===== src/rtl/cyc_cls_pkg.sv =====
package cyc_cls_pkg;
  localparam int CLS_N = 4;
  localparam int CLS_CACHE   = 0;
  localparam int CLS_NOCACHE = 1;
  localparam int CLS_LOCAL   = 2;
  localparam int CLS_COPRO   = 3;

  typedef struct packed {
    logic load;   // latch a new cycle at this edge
    logic clear;  // current cycle ends at this edge
  } ctlStrobe_t;
endpackage


===== src/rtl/cyc_cls_ctrl.sv =====
module cyc_cls_ctrl
  import cyc_cls_pkg::*;
(
  input  logic       clk,
  input  logic       rst,
  input  logic       adsN,
  input  logic       readyN,
  output ctlStrobe_t strobe
);
  logic busy;

  always_comb begin
    strobe.load  = !adsN;
    strobe.clear = busy && !readyN && adsN;
  end

  always_ff @(posedge clk) begin
    if (rst)               busy <= 1'b0;
    else if (strobe.load)  busy <= 1'b1;
    else if (strobe.clear) busy <= 1'b0;
  end
endmodule


===== src/rtl/cyc_cls_dp.sv =====
module cyc_cls_dp
  import cyc_cls_pkg::*;
#(
  parameter int ADDR_W = 32,
  parameter int BE_W   = 4
) (
  input  logic              clk,
  input  logic              rst,
  input  ctlStrobe_t        strobe,
  input  logic [ADDR_W-1:0] addr,
  input  logic              memIoN,
  input  logic [BE_W-1:0]   beN,
  input  logic              localBusN,
  input  logic              noCacheN,
  input  logic              bus16N,
  output logic [CLS_N-1:0]  cycleClass,
  output logic              lockReq
);
  localparam int HALF = BE_W / 2;

  logic isCopro, lowUsed, highUsed, spans;
  logic [CLS_N-1:0] nextClass;
  logic nextLock;

  assign isCopro  = !memIoN && addr[ADDR_W-1];
  assign lowUsed  = !(&beN[HALF-1:0]);
  assign highUsed = !(&beN[BE_W-1:HALF]);
  assign spans    = lowUsed && highUsed;

  always_comb begin
    nextClass = '0;
    nextLock  = 1'b0;
    if (isCopro)        nextClass[CLS_COPRO] = 1'b1;
    else if (!localBusN) nextClass[CLS_LOCAL] = 1'b1;
    else if (!bus16N) begin
      nextClass[CLS_NOCACHE] = 1'b1;
      nextLock = spans;
    end
    else if (!noCacheN || !memIoN) nextClass[CLS_NOCACHE] = 1'b1;
    else                 nextClass[CLS_CACHE] = 1'b1;
  end

  always_ff @(posedge clk) begin
    if (rst || (strobe.clear && !strobe.load)) begin
      cycleClass <= '0;
      lockReq    <= 1'b0;
    end else if (strobe.load) begin
      cycleClass <= nextClass;
      lockReq    <= nextLock;
    end
  end
endmodule


===== src/rtl/cycle_classifier.sv =====
module cycle_classifier
  import cyc_cls_pkg::*;
#(
  parameter int ADDR_W = 32,
  parameter int BE_W   = 4
) (
  input  logic              clk,
  input  logic              rst,
  input  logic [ADDR_W-1:0] addr,
  input  logic              memIoN,
  input  logic              adsN,
  input  logic              readyN,
  input  logic [BE_W-1:0]   beN,
  input  logic              localBusN,
  input  logic              noCacheN,
  input  logic              bus16N,
  output logic [3:0]        cycleClass,
  output logic              idle,
  output logic              lockReq
);
  ctlStrobe_t strobe;

  cyc_cls_ctrl u_ctrl (
    .clk(clk), .rst(rst), .adsN(adsN), .readyN(readyN), .strobe(strobe)
  );

  cyc_cls_dp #(.ADDR_W(ADDR_W), .BE_W(BE_W)) u_dp (
    .clk(clk), .rst(rst), .strobe(strobe), .addr(addr), .memIoN(memIoN),
    .beN(beN), .localBusN(localBusN), .noCacheN(noCacheN), .bus16N(bus16N),
    .cycleClass(cycleClass), .lockReq(lockReq)
  );

  assign idle = (cycleClass == '0) || cycleClass[CLS_COPRO] || cycleClass[CLS_LOCAL];
endmodule


===== config.mk =====
export PLATFORM = sky130hd
export DESIGN_NAME = cycle_classifier
export DESIGN_NICKNAME = d
export VERILOG_FILES = /design/src/rtl/cyc_cls_pkg.sv /design/src/rtl/cyc_cls_ctrl.sv /design/src/rtl/cyc_cls_dp.sv /design/src/rtl/cycle_classifier.sv
export SDC_FILE = /design/constraint.sdc
export NUM_CORES = 1
export LEC_CHECK = 0
export ABC_CLOCK_PERIOD_IN_PS = 1500
export BUFFER_PORTS_ARGS = -buffer_cell sky130_fd_sc_hd__buf_2
export CORE_AREA = 2 2 39 41
export CTS_BUF_LIST = sky130_fd_sc_hd__clkbuf_4
export DETAILED_ROUTE_END_ITERATION = 7
export DIE_AREA = 0 0 41 43
export PLACE_DENSITY = 0.64
export SETUP_SLACK_MARGIN = 0.5
export SLEW_MARGIN = 15
export SYNTH_ARGS = -nofsm -noshare
export SYNTH_HDL_FRONTEND = slang
export SYNTH_HIERARCHICAL = 1
export SYNTH_SLANG_ARGS = --single-unit

===== constraint.sdc =====
create_clock -name clk -period 1.5 [get_ports clk]
set_input_delay 0.3 -clock clk [delete_from_list [all_inputs] [get_ports clk]]
set_output_delay 0.3 -clock clk [all_outputs]
set_load 0.02 [all_outputs]

# ---- Word level (Yosys, flattened, before mapping)
# Cells that the tools add are included.
dict set report totals {
  ff_bits 6
  out_inout_bits 6
}
dict set report classes {
  eq_ne 1
  mux 13
  n_reduce_logical 17
}
# op count
set op_table {}
lappend op_table {{1-bit two-way mux} 11}
lappend op_table {{1-bit logical AND} 5}
lappend op_table {{1-bit logical NOT} 5}
lappend op_table {{4-bit logical NOT} 1}
lappend op_table {{1-bit logical OR} 4}
lappend op_table {{2-bit AND reduction} 2}
lappend op_table {{3-bit two-way mux} 1}
lappend op_table {{2-bit two-way mux} 1}
lappend op_table {{2-bit by 1-bit inequality test with 1-bit output, second input constant} 1}

# ---- Longest topological paths before layout
# Gate-level depths: netlist of the first run.
dict set report logic_depth {
  ltp_word 6
  mapped_depth 4
  mapped_depth_nobuf 4
}

# ---- Cells and area by module
# The synthesis of the first run kept the hierarchy.
# mod n_inst cells_per_inst area_each_um2 seq_area_each_um2
set by_module_without_submodules {}
lappend by_module_without_submodules {cyc_cls_dp 1 25 210.2 100.1}
lappend by_module_without_submodules {cyc_cls_ctrl 1 6 43.8 20.0}
lappend by_module_without_submodules {cycle_classifier 1 2 8.8 0.0}

# ---- Worst setup path before layout of the first run
# No wires, ideal clock.
dict set report synth_path {
  path_type {reg2out}
  start {register u_dp.cycleClass[1]}
  end {output idle}
  arrival_ns 0.729
  t_required_ns 1.200
  setup_slack_ns 0.471
  path_stages_with_launch 2
  path_buffers 0
  path_cell_list {dfxtp_1 o21ai_1}
}
dict set report synth_via {
  elab_chain_len 3
}
# item line
set synth_lines {}
lappend synth_lines {{from (decl)} cyc_cls_dp.sv:16} ;# output logic [CLS_N-1:0] cycleClass,
lappend synth_lines {{from (signal assigned)} cyc_cls_dp.sv:48} ;# cycleClass <= nextClass;
lappend synth_lines {{4-bit logical NOT} cycle_classifier.sv:33} ;# assign idle = (cycleClass == '0) || cycleClass[CLS_COPRO] || cycleClass[CLS_LOCAL];
lappend synth_lines {{1-bit logical OR (2 in a row)} cycle_classifier.sv:33}
lappend synth_lines {{to (decl)} cycle_classifier.sv:18} ;# output logic idle,
# Every way passes these cells.

# ---- Worst setup path in the final report of the first run
dict set report layout_path {
  start {register u_dp.cycleClass[2]}
  end {output idle}
}
dict set report layout_via {
  elab_chain_len 3
}
# item line
set layout_lines {}
lappend layout_lines {{4-bit logical NOT} cycle_classifier.sv:33}
lappend layout_lines {{1-bit logical OR} cycle_classifier.sv:33}
lappend layout_lines {{1-bit logical OR *} cycle_classifier.sv:33}
# Mark *: on every way between the ends. The rest lies on a longest branch, timed or not.

==> reports/qor_table.md, run 1 <==
| Quantity | Value | Unit |
| --- | --- | --- |
| Detailed-route vias per instance | 4.20 | - |
| Synth Instances | 33 | - |
| Met3 routed WL | 53 | um |
| Type of the worst min-delay path | in -> reg | - |
| Number of inserted filler cells in the final layout | 157 | - |
| Top flip-flop cell by instance count after synthesis | sky130_fd_sc_hd__dfxtp_1 | - |
| Achievable clock frequency | 868 | MHz |
| Antenna violations before repair | 0 | - |
| Number of maximum-capacitance violations | 0 | - |
| Post-DRT Antenna Nets | 0 | - |
| Crit start category | flip-flop | - |
| Row Count | 14 | - |
| Root buffer selected by CTS | sky130_fd_sc_hd__clkbuf_4 | - |
| Portion of synthesized cell area occupied by the leading cell type | 45.7 | % |
| Post-Route WL | 587 | um |
| Buffer and inverter count on the worst path | 1 | - |
| Wire length per cell | 8.27 | um |
| Standard cell with the maximum stage delay on the critical path | sky130_fd_sc_hd__dfxtp_2 | - |
| Post-place instance area | 377 | um2 |
| Count of H-tree levels built during CTS | 1 | - |
| Worst slack at placement | 0.444 | ns |
| Top cells by count, synth | sky130_fd_sc_hd__nand2_1 (7), sky130_fd_sc_hd__dfxtp_1 (6), sky130_fd_sc_hd__a21oi_1 (5) | - |
| Sw Pwr | 0.0903 | mW |
| Largest fanout on the critical path | 2 | - |
| Critical path class | reg -> out | - |
| Top routing layer used | met3 | - |
| Area grow syn2layout | 72.4 | % |
| Time the final worst path needs with I/O delays and setup | 1.15 | ns |
| Die extent in x | 41 | um |
| Number of nets in the synthesized netlist | 77 | - |
| Critical hold path startpoint | rst | - |
| Data arrival time of the critical path | 0.85 | ns |
| Synthesized area per cell | 7.96 | um2 |
| GPL Wtd Cong | 0.702 | - |
| Length of routed wiring on met1 | 255 | um |
| Flip-flop and latch count after synthesis | 6 | - |
| Worst reg2reg startpoint | u_ctrl/busy$_SDFFE_PP0P_ | - |
| Ports placed on the boundary | 50 | - |
| Maximum number of pins on one net before global-route repair | 8 | - |
| Combinational Power Share | 17.6 | % |
| Count of unresolved DRC violations after routing | 0 | - |
| Highest cell delay on the worst timing path | 0.31 | ns |
| Worst ir drop on vdd | 0.260 | mV |
| Post-route clock period utilization | 76.8 | % |
| First-pass GRT wire length | 945 | um |
| Leading cell type by number of instances after synthesis | sky130_fd_sc_hd__nand2_1 | - |
| Number of iterations in the first detailed-routing pass | 3 | - |
| Result of the run | complete, no violations | - |
| Internal cell power | 0.293 | mW |
| Slew at the pin closest to its max-slew limit | 0.226 | ns |
| Part of the Yosys area used for sequential elements | 45.7 | % |
| Nets@finish | 101 | - |
| Vert. Die Dim | 43 | um |
| Number of vias in the routed layout | 298 | - |
| Cell type group with the largest total delay on the critical path | flip-flops | - |
| Power share of the sequential group | 45.0 | % |
| Worst clock skew | 0.000410 | ns |
| TNS Setup | 0 | ns |
| Leakage Power | 0.205 | nW |
| CTS tree | built | - |
| Number of pins exceeding their max-slew limit in the final report | 0 | - |
| Share of total power consumed by net switching | 23.5 | % |
| Final setup margin | 0.348 | ns |
| RSZ-0062 raised after global routing | true | - |
| Routed met2 length | 278 | um |
| Detailed router's first-iteration violation count | 6 | - |
| Placed wire-length estimate | 469 | um |
| Unique masters post-synth | 17 | - |
| Synthesized area | 263 | um2 |
| Number of I/O port buffers | 18 | - |
| Vias in the first global route | 282 | - |
| Slew HR | 84.9 | % |
| Antenna diode count | 0 | - |
| Cells traversed along the worst timing path | nor2_2 > o21ai_2 > buf_6 | - |
| Worst setup path start | u_dp/cycleClass[2]$_SDFFE_PP0P_ | - |
| Clock transition time at the flip-flop clock pins of the worst setup and hold paths | 0.04 | ns |
| Final Hold Vio Count | 0 | - |
| Asr flop ratio synth | 0 | % |
| Leading cell types by total area after synthesis | sky130_fd_sc_hd__dfxtp_1 (46%), sky130_fd_sc_hd__nand2_1 (10%), sky130_fd_sc_hd__a21oi_1 (9.5%) | - |
| Post-layout instance area | 453 | um2 |
| Power per cell area | 847 | nW/um2 |
| EDFF count, synth | 0 | - |
| Synth Warn # | 6 | - |
| TritonCTS sink count | 6 | - |
| GRT Util Overall | 8.55 | % |
| Core ar. | 1380 | um2 |
| Clock insertion delay at the later pin of the skew report | 0.24 | ns |
| Worst hold-check slack | 0.234 | ns |
| Die footprint | 1760 | um2 |
| Clock Path Buffers | 2 | - |
| Final Setup Violations | 0 | - |
| Share of post-route cells with drive strength above 1 | 56.4 | % |
| Yosys top cell by area | sky130_fd_sc_hd__dfxtp_1 | - |
| Worst Setup End Kind | primary output | - |
| Starting density of the core | 19.0 | % |
| Number of buffers created by CTS | 3 | - |
| PnR Total Power | 0.384 | mW |
| Worst Path Required | 1.20 | ns |
| Part of the power in the clock network | 37.4 | % |
| Global route total overflow | 0 | - |
## metrics by stage
stage | instances | utilization (%)
5_1_grt | 71 | 32.7
4_1_cts | 71 | 32.7
2_1_floorplan | 33 | -
6_report | 71 | 32.7
3_5_place_dp | 67 | 27.2
3_3_place_gp | 67 | 27.2
## layer usage
layer	vias to the layer above	global-route usage [%]
li1	162	-
met1	124	8.41
met2	12	11.6
met3	0	3.66
met4	0	10.0
met5	-	0
## final cells by class
type                            count  area (um2)  area share, %
Multi-Input combinational cell     25         141           31.2
Inverter                            2        7.51           1.66
Clock buffer                        3        22.5           4.97
Sequential cell                     6         126           27.9
Timing Repair Buffer               19         135           29.8
Tap cell                           16        20.0           4.42
## flip-flops by register name (all words and copies together), names as in the netlist
name and flops:
u_ctrl/busy 1, u_dp/lockReq 1, u_dp/cycleClass 4
## cells in the final DEF (no fill, tap or decap), drive strengths merged
cell,synthesis,layout
clkbuf,0,3
buf,0,19
nand4b,1,1
dfxtp,6,6
nand2b,1,1
nand3b,1,1
nand4,1,1
and3,1,1
nand2,7,7
inv,2,2
or2,1,1
o21ai,1,1
nand3,1,1
a221oi,1,1
a21oi,6,6
nor2,2,2
a21o,1,1
## worst paths after layout
kind / end / slack, ns / cells past startpoint
worst max-delay path: idle / 0.35 / 3
worst min-delay path: u_ctrl/busy$_SDFFE_PP0P_ / 0.23 / 2
worst min register to register: u_dp/lockReq$_SDFFE_PP0P_ / 0.47 / 2
worst max register to register: u_dp/cycleClass[0]$_SDFFE_PP0P_ / 0.67 / 4
## kinds of logic (layout without fill, tap and decap cells)
kind of cell / Yosys count / count (layout) / synth area share [%]
DFF: 6 / 6 / 45.7
AOI/OAI and AO/OA: 9 / 9 / 21.0
and+or+nand+nor: 16 / 16 / 30.5
buffers and inverters: 2 / 24 / 2.85
## power groups by stage
stage                     clock network, mW  logic [mW]  registers, mW
after detailed placement                  0      0.0576          0.174
after floorplan                           0      0.0242          0.179
final                                 0.143      0.0677          0.173
after global routing                  0.159      0.0746          0.173
after global placement                    0      0.0569          0.174
after CTS                             0.152      0.0681          0.173
## what timing repair did
item / 4_1_cts / 5_1_grt
endpoints found under the setup margin: 6 / 6
setup buffers: 1 / 0
pin swaps: 1 / 0
gates resized for setup: 18 / 0
hold buffers: 0 / 0
Note: power is estimated with default switching activity, not from simulation.
==> inputs of run 2 (changes only) <==
- ABC_AREA: default -> 1
- ABC_CLOCK_PERIOD_IN_PS: 1500 -> 1060
- PLACE_DENSITY: 0.64 -> 0.7
- clock period: 1.5 -> 1.06 ns (I/O delays scaled with it)
==> reports/qor_table.md, run 2 <==
| Quantity | Value | Unit |
| --- | --- | --- |
| Worst ir drop on vdd | 0.671 | mV |
| Slew at the pin closest to its max-slew limit | 0.223 | ns |
| Power per cell area | 1090 | nW/um2 |
| Top cells by count, synth | sky130_fd_sc_hd__nand2_1 (20), sky130_fd_sc_hd__inv_1 (7), sky130_fd_sc_hd__nor2_1 (7) | - |
| Number of vias in the routed layout | 366 | - |
| GPL Wtd Cong | 0.757 | - |
| Slew HR | 85.1 | % |
| Post-Route WL | 708 | um |
| EDFF count, synth | 0 | - |
| Critical path class | reg -> out | - |
| Leakage Power | 0.276 | nW |
| Number of maximum-capacitance violations | 0 | - |
| Met1 routing resource usage after global routing | 8.14 | % |
| Post-DRT Antenna Nets | 0 | - |
| Area grow syn2layout | 87.4 | % |
| PnR Total Power | 0.630 | mW |
| Share of total power consumed by net switching | 26.3 | % |
| Post-route clock period utilization | 100 | % |
| Standard cell with the maximum stage delay on the critical path | sky130_fd_sc_hd__dfxtp_2 | - |
| Violations in the final reports | negative setup slack | - |
| Flip-flop and latch count after synthesis | 6 | - |
| Final Setup Violations | 1 | - |
| Synthesized area | 308 | um2 |
| Number of pins exceeding their max-slew limit in the final report | 0 | - |
| Most common library cell in the layout ignoring fill and taps | sky130_fd_sc_hd__nand2_1 | - |
| Row Count | 14 | - |
| Number of flip-flops in the largest register | 4 | - |
| Number of buffers created by CTS | 3 | - |
| Ports placed on the boundary | 50 | - |
| GRT Util Overall | 8.67 | % |
| Type of the worst min-delay path | in -> reg | - |
| Wire length per cell | 7.70 | um |
| Vert. Die Dim | 43 | um |
| Synth Warn # | 6 | - |
| Detailed router's first-iteration violation count | 3 | - |
| Achievable clock frequency | 940 | MHz |
| Number of iterations in the first detailed-routing pass | 2 | - |
| Asr flop ratio synth | 0 | % |
| Root buffer selected by CTS | sky130_fd_sc_hd__clkbuf_4 | - |
| Detailed-route vias per instance | 3.98 | - |
| Final setup margin | -0.00439 | ns |
| Largest register by flop count | u_dp/cycleClass | - |
| Antenna diode count | 0 | - |
| Global route hottest layer | met2 | - |
| Largest fanout on the critical path | 2 | - |
| Clock transition time at the flip-flop clock pins of the worst setup and hold paths | 0.05 | ns |
| Antenna violations before repair | 0 | - |
| Share of post-route cells with drive strength above 1 | 67.1 | % |
| Global route total overflow | 0 | - |
| Count of H-tree levels built during CTS | 1 | - |
| Nets@finish | 121 | - |
| Core ar. | 1380 | um2 |
| Clock Path Buffers | 2 | - |
| TritonCTS sink count | 6 | - |
| Leading cell type by number of instances after synthesis | sky130_fd_sc_hd__nand2_1 | - |
| Maximum number of pins on one net before global-route repair | 7 | - |
| Top flip-flop cell by instance count after synthesis | sky130_fd_sc_hd__dfxtp_1 | - |
| Yosys top cell by area | sky130_fd_sc_hd__dfxtp_1 | - |
| Power share of the sequential group | 38.2 | % |
| Core Util, Final | 41.7 | % |
| Data arrival time of the critical path | 0.85 | ns |
| Time the final worst path needs with I/O delays and setup | 1.06 | ns |
| Part of the Yosys area used for sequential elements | 39.0 | % |
| Internal cell power | 0.464 | mW |
| Clock insertion delay at the later pin of the skew report | 0.25 | ns |
| Count of unresolved DRC violations after routing | 0 | - |
| Worst Path Required | 0.85 | ns |
| Commonest cells after routing, fill and taps aside | sky130_fd_sc_hd__nand2_1 (15), sky130_fd_sc_hd__buf_2 (12), sky130_fd_sc_hd__a21oi_2 (6) | - |
| Synth Instances | 50 | - |
| Cells traversed along the worst timing path | nor2_2 > nand2_2 > buf_6 | - |
| Placed wire-length estimate | 512 | um |
| Registers with the most flip-flops | u_dp/cycleClass x4, u_ctrl/busy x1, u_dp/lockReq x1 | - |
| Leading cell types by total area after synthesis | sky130_fd_sc_hd__dfxtp_1 (39%), sky130_fd_sc_hd__nand2_1 (24%), sky130_fd_sc_hd__a21oi_1 (9.8%) | - |
| Part of the power in the clock network | 41.0 | % |
| Sw Pwr | 0.166 | mW |
| Synthesized area per cell | 6.16 | um2 |
| Number of nets in the synthesized netlist | 94 | - |
| Crit start category | flip-flop | - |
| Unique masters post-synth | 8 | - |
| Number of I/O port buffers | 18 | - |
| Met2 capacity usage during global routing | 15.3 | % |
| Worst Setup End Kind | primary output | - |
| First-pass GRT wire length | 1050 | um |
| Vias in the first global route | 310 | - |
| Number of inserted filler cells in the final layout | 156 | - |
| Starting density of the core | 22.2 | % |
| Combinational Power Share | 20.8 | % |
| Final Hold Vio Count | 0 | - |
| Portion of synthesized cell area occupied by the leading cell type | 39.0 | % |
| Die footprint | 1760 | um2 |
| Met3 Usage GRT | 4.71 | % |
| Worst clock skew | 0.00354 | ns |
| CTS tree | built | - |
| Highest cell delay on the worst timing path | 0.33 | ns |
| RSZ-0062 raised after global routing | true | - |
| Result of the run | finished, violations left | - |
| Die extent in x | 41 | um |
[run 2: final cells by class]
type | count | area (um2) | area share [%]
clock buffers | 4 | 30.0 | 5.21
repair buffers | 22 | 154 | 26.7
inverters | 9 | 33.8 | 5.86
multi-input cells | 35 | 201 | 34.9
well taps | 16 | 20.0 | 3.47
flip-flops and latches | 6 | 138 | 23.9
[run 2: worst paths after layout]
path / startpoint / end / slack (ns) / depth (start not counted)
worst min register to register: u_ctrl/busy$_SDFFE_PP0P_ / u_ctrl/busy$_SDFFE_PP0P_ / 0.46 / 2
worst min-delay path: rst / u_ctrl/busy$_SDFFE_PP0P_ / 0.16 / 2
worst max register to register: u_ctrl/busy$_SDFFE_PP0P_ / u_dp/cycleClass[3]$_SDFFE_PP0P_ / 0.24 / 5
worst max-delay path: u_dp/cycleClass[3]$_SDFFE_PP0P_ / idle / -0.004 / 3
[run 2: critical path, delay by kind of cell (launching register included)]
| kind | cells | cell delay (ns) |
|---|---|---|
| buf+inv | 1 | 0.12 |
| flops | 1 | 0.33 |
| simple gates | 2 | 0.17 |
[run 2: cells by family (layout without fill, tap and decap cells)]
kind of cell / count (synthesis) / in the layout / synth area share, %
AO/OA/AOI/OAI: 7 / 7 / 15.0
buffers and inverters: 9 / 35 / 11.0
flip-flops: 6 / 6 / 39.0
AND/OR/NAND/NOR: 28 / 28 / 35.0
[run 2: per-layer routing]
| layer | wire (um) | vias to the layer above |
|---|---|---|
| met1 | 303 | 149 |
| li1 | - | 203 |
| met2 | 354 | 14 |
| met4 | 0 | 0 |
| met3 | 50 | 0 |
| met5 | 0 | - |
[run 2: power by group through the flow]
stage | Clock [mW] | Combinational [mW] | Sequential (mW)
3_3_place_gp | 0 | 0.100 | 0.243
4_1_cts | 0.274 | 0.124 | 0.240
5_1_grt | 0.276 | 0.144 | 0.242
3_5_place_dp | 0 | 0.102 | 0.243
6_report | 0.259 | 0.131 | 0.241
2_1_floorplan | 0 | 0.0512 | 0.253
[run 2: what timing repair did]
item / in CTS / in global routing
endpoints found under the setup margin: 11 / 12
gates resized for setup: 15 / 7
setup buffers: 3 / 1
gates cloned: 0 / 0
pin swaps: 4 / 2
hold buffers: 0 / 0
[run 2: stage by stage]
stage          setup TNS (ns)  worst slack, ns  hold slack [ns]  cells  cell area, um2
2_1_floorplan               0            0.294            0.274     50             335
3_3_place_gp                0            0.109            0.411     84             445
3_5_place_dp                0           0.0918            0.415     84             445
4_1_cts               -0.0146          -0.0146            0.151     91             547
5_1_grt               -0.0370          -0.0370            0.165     92             577
6_report             -0.00439         -0.00439            0.162     92             577
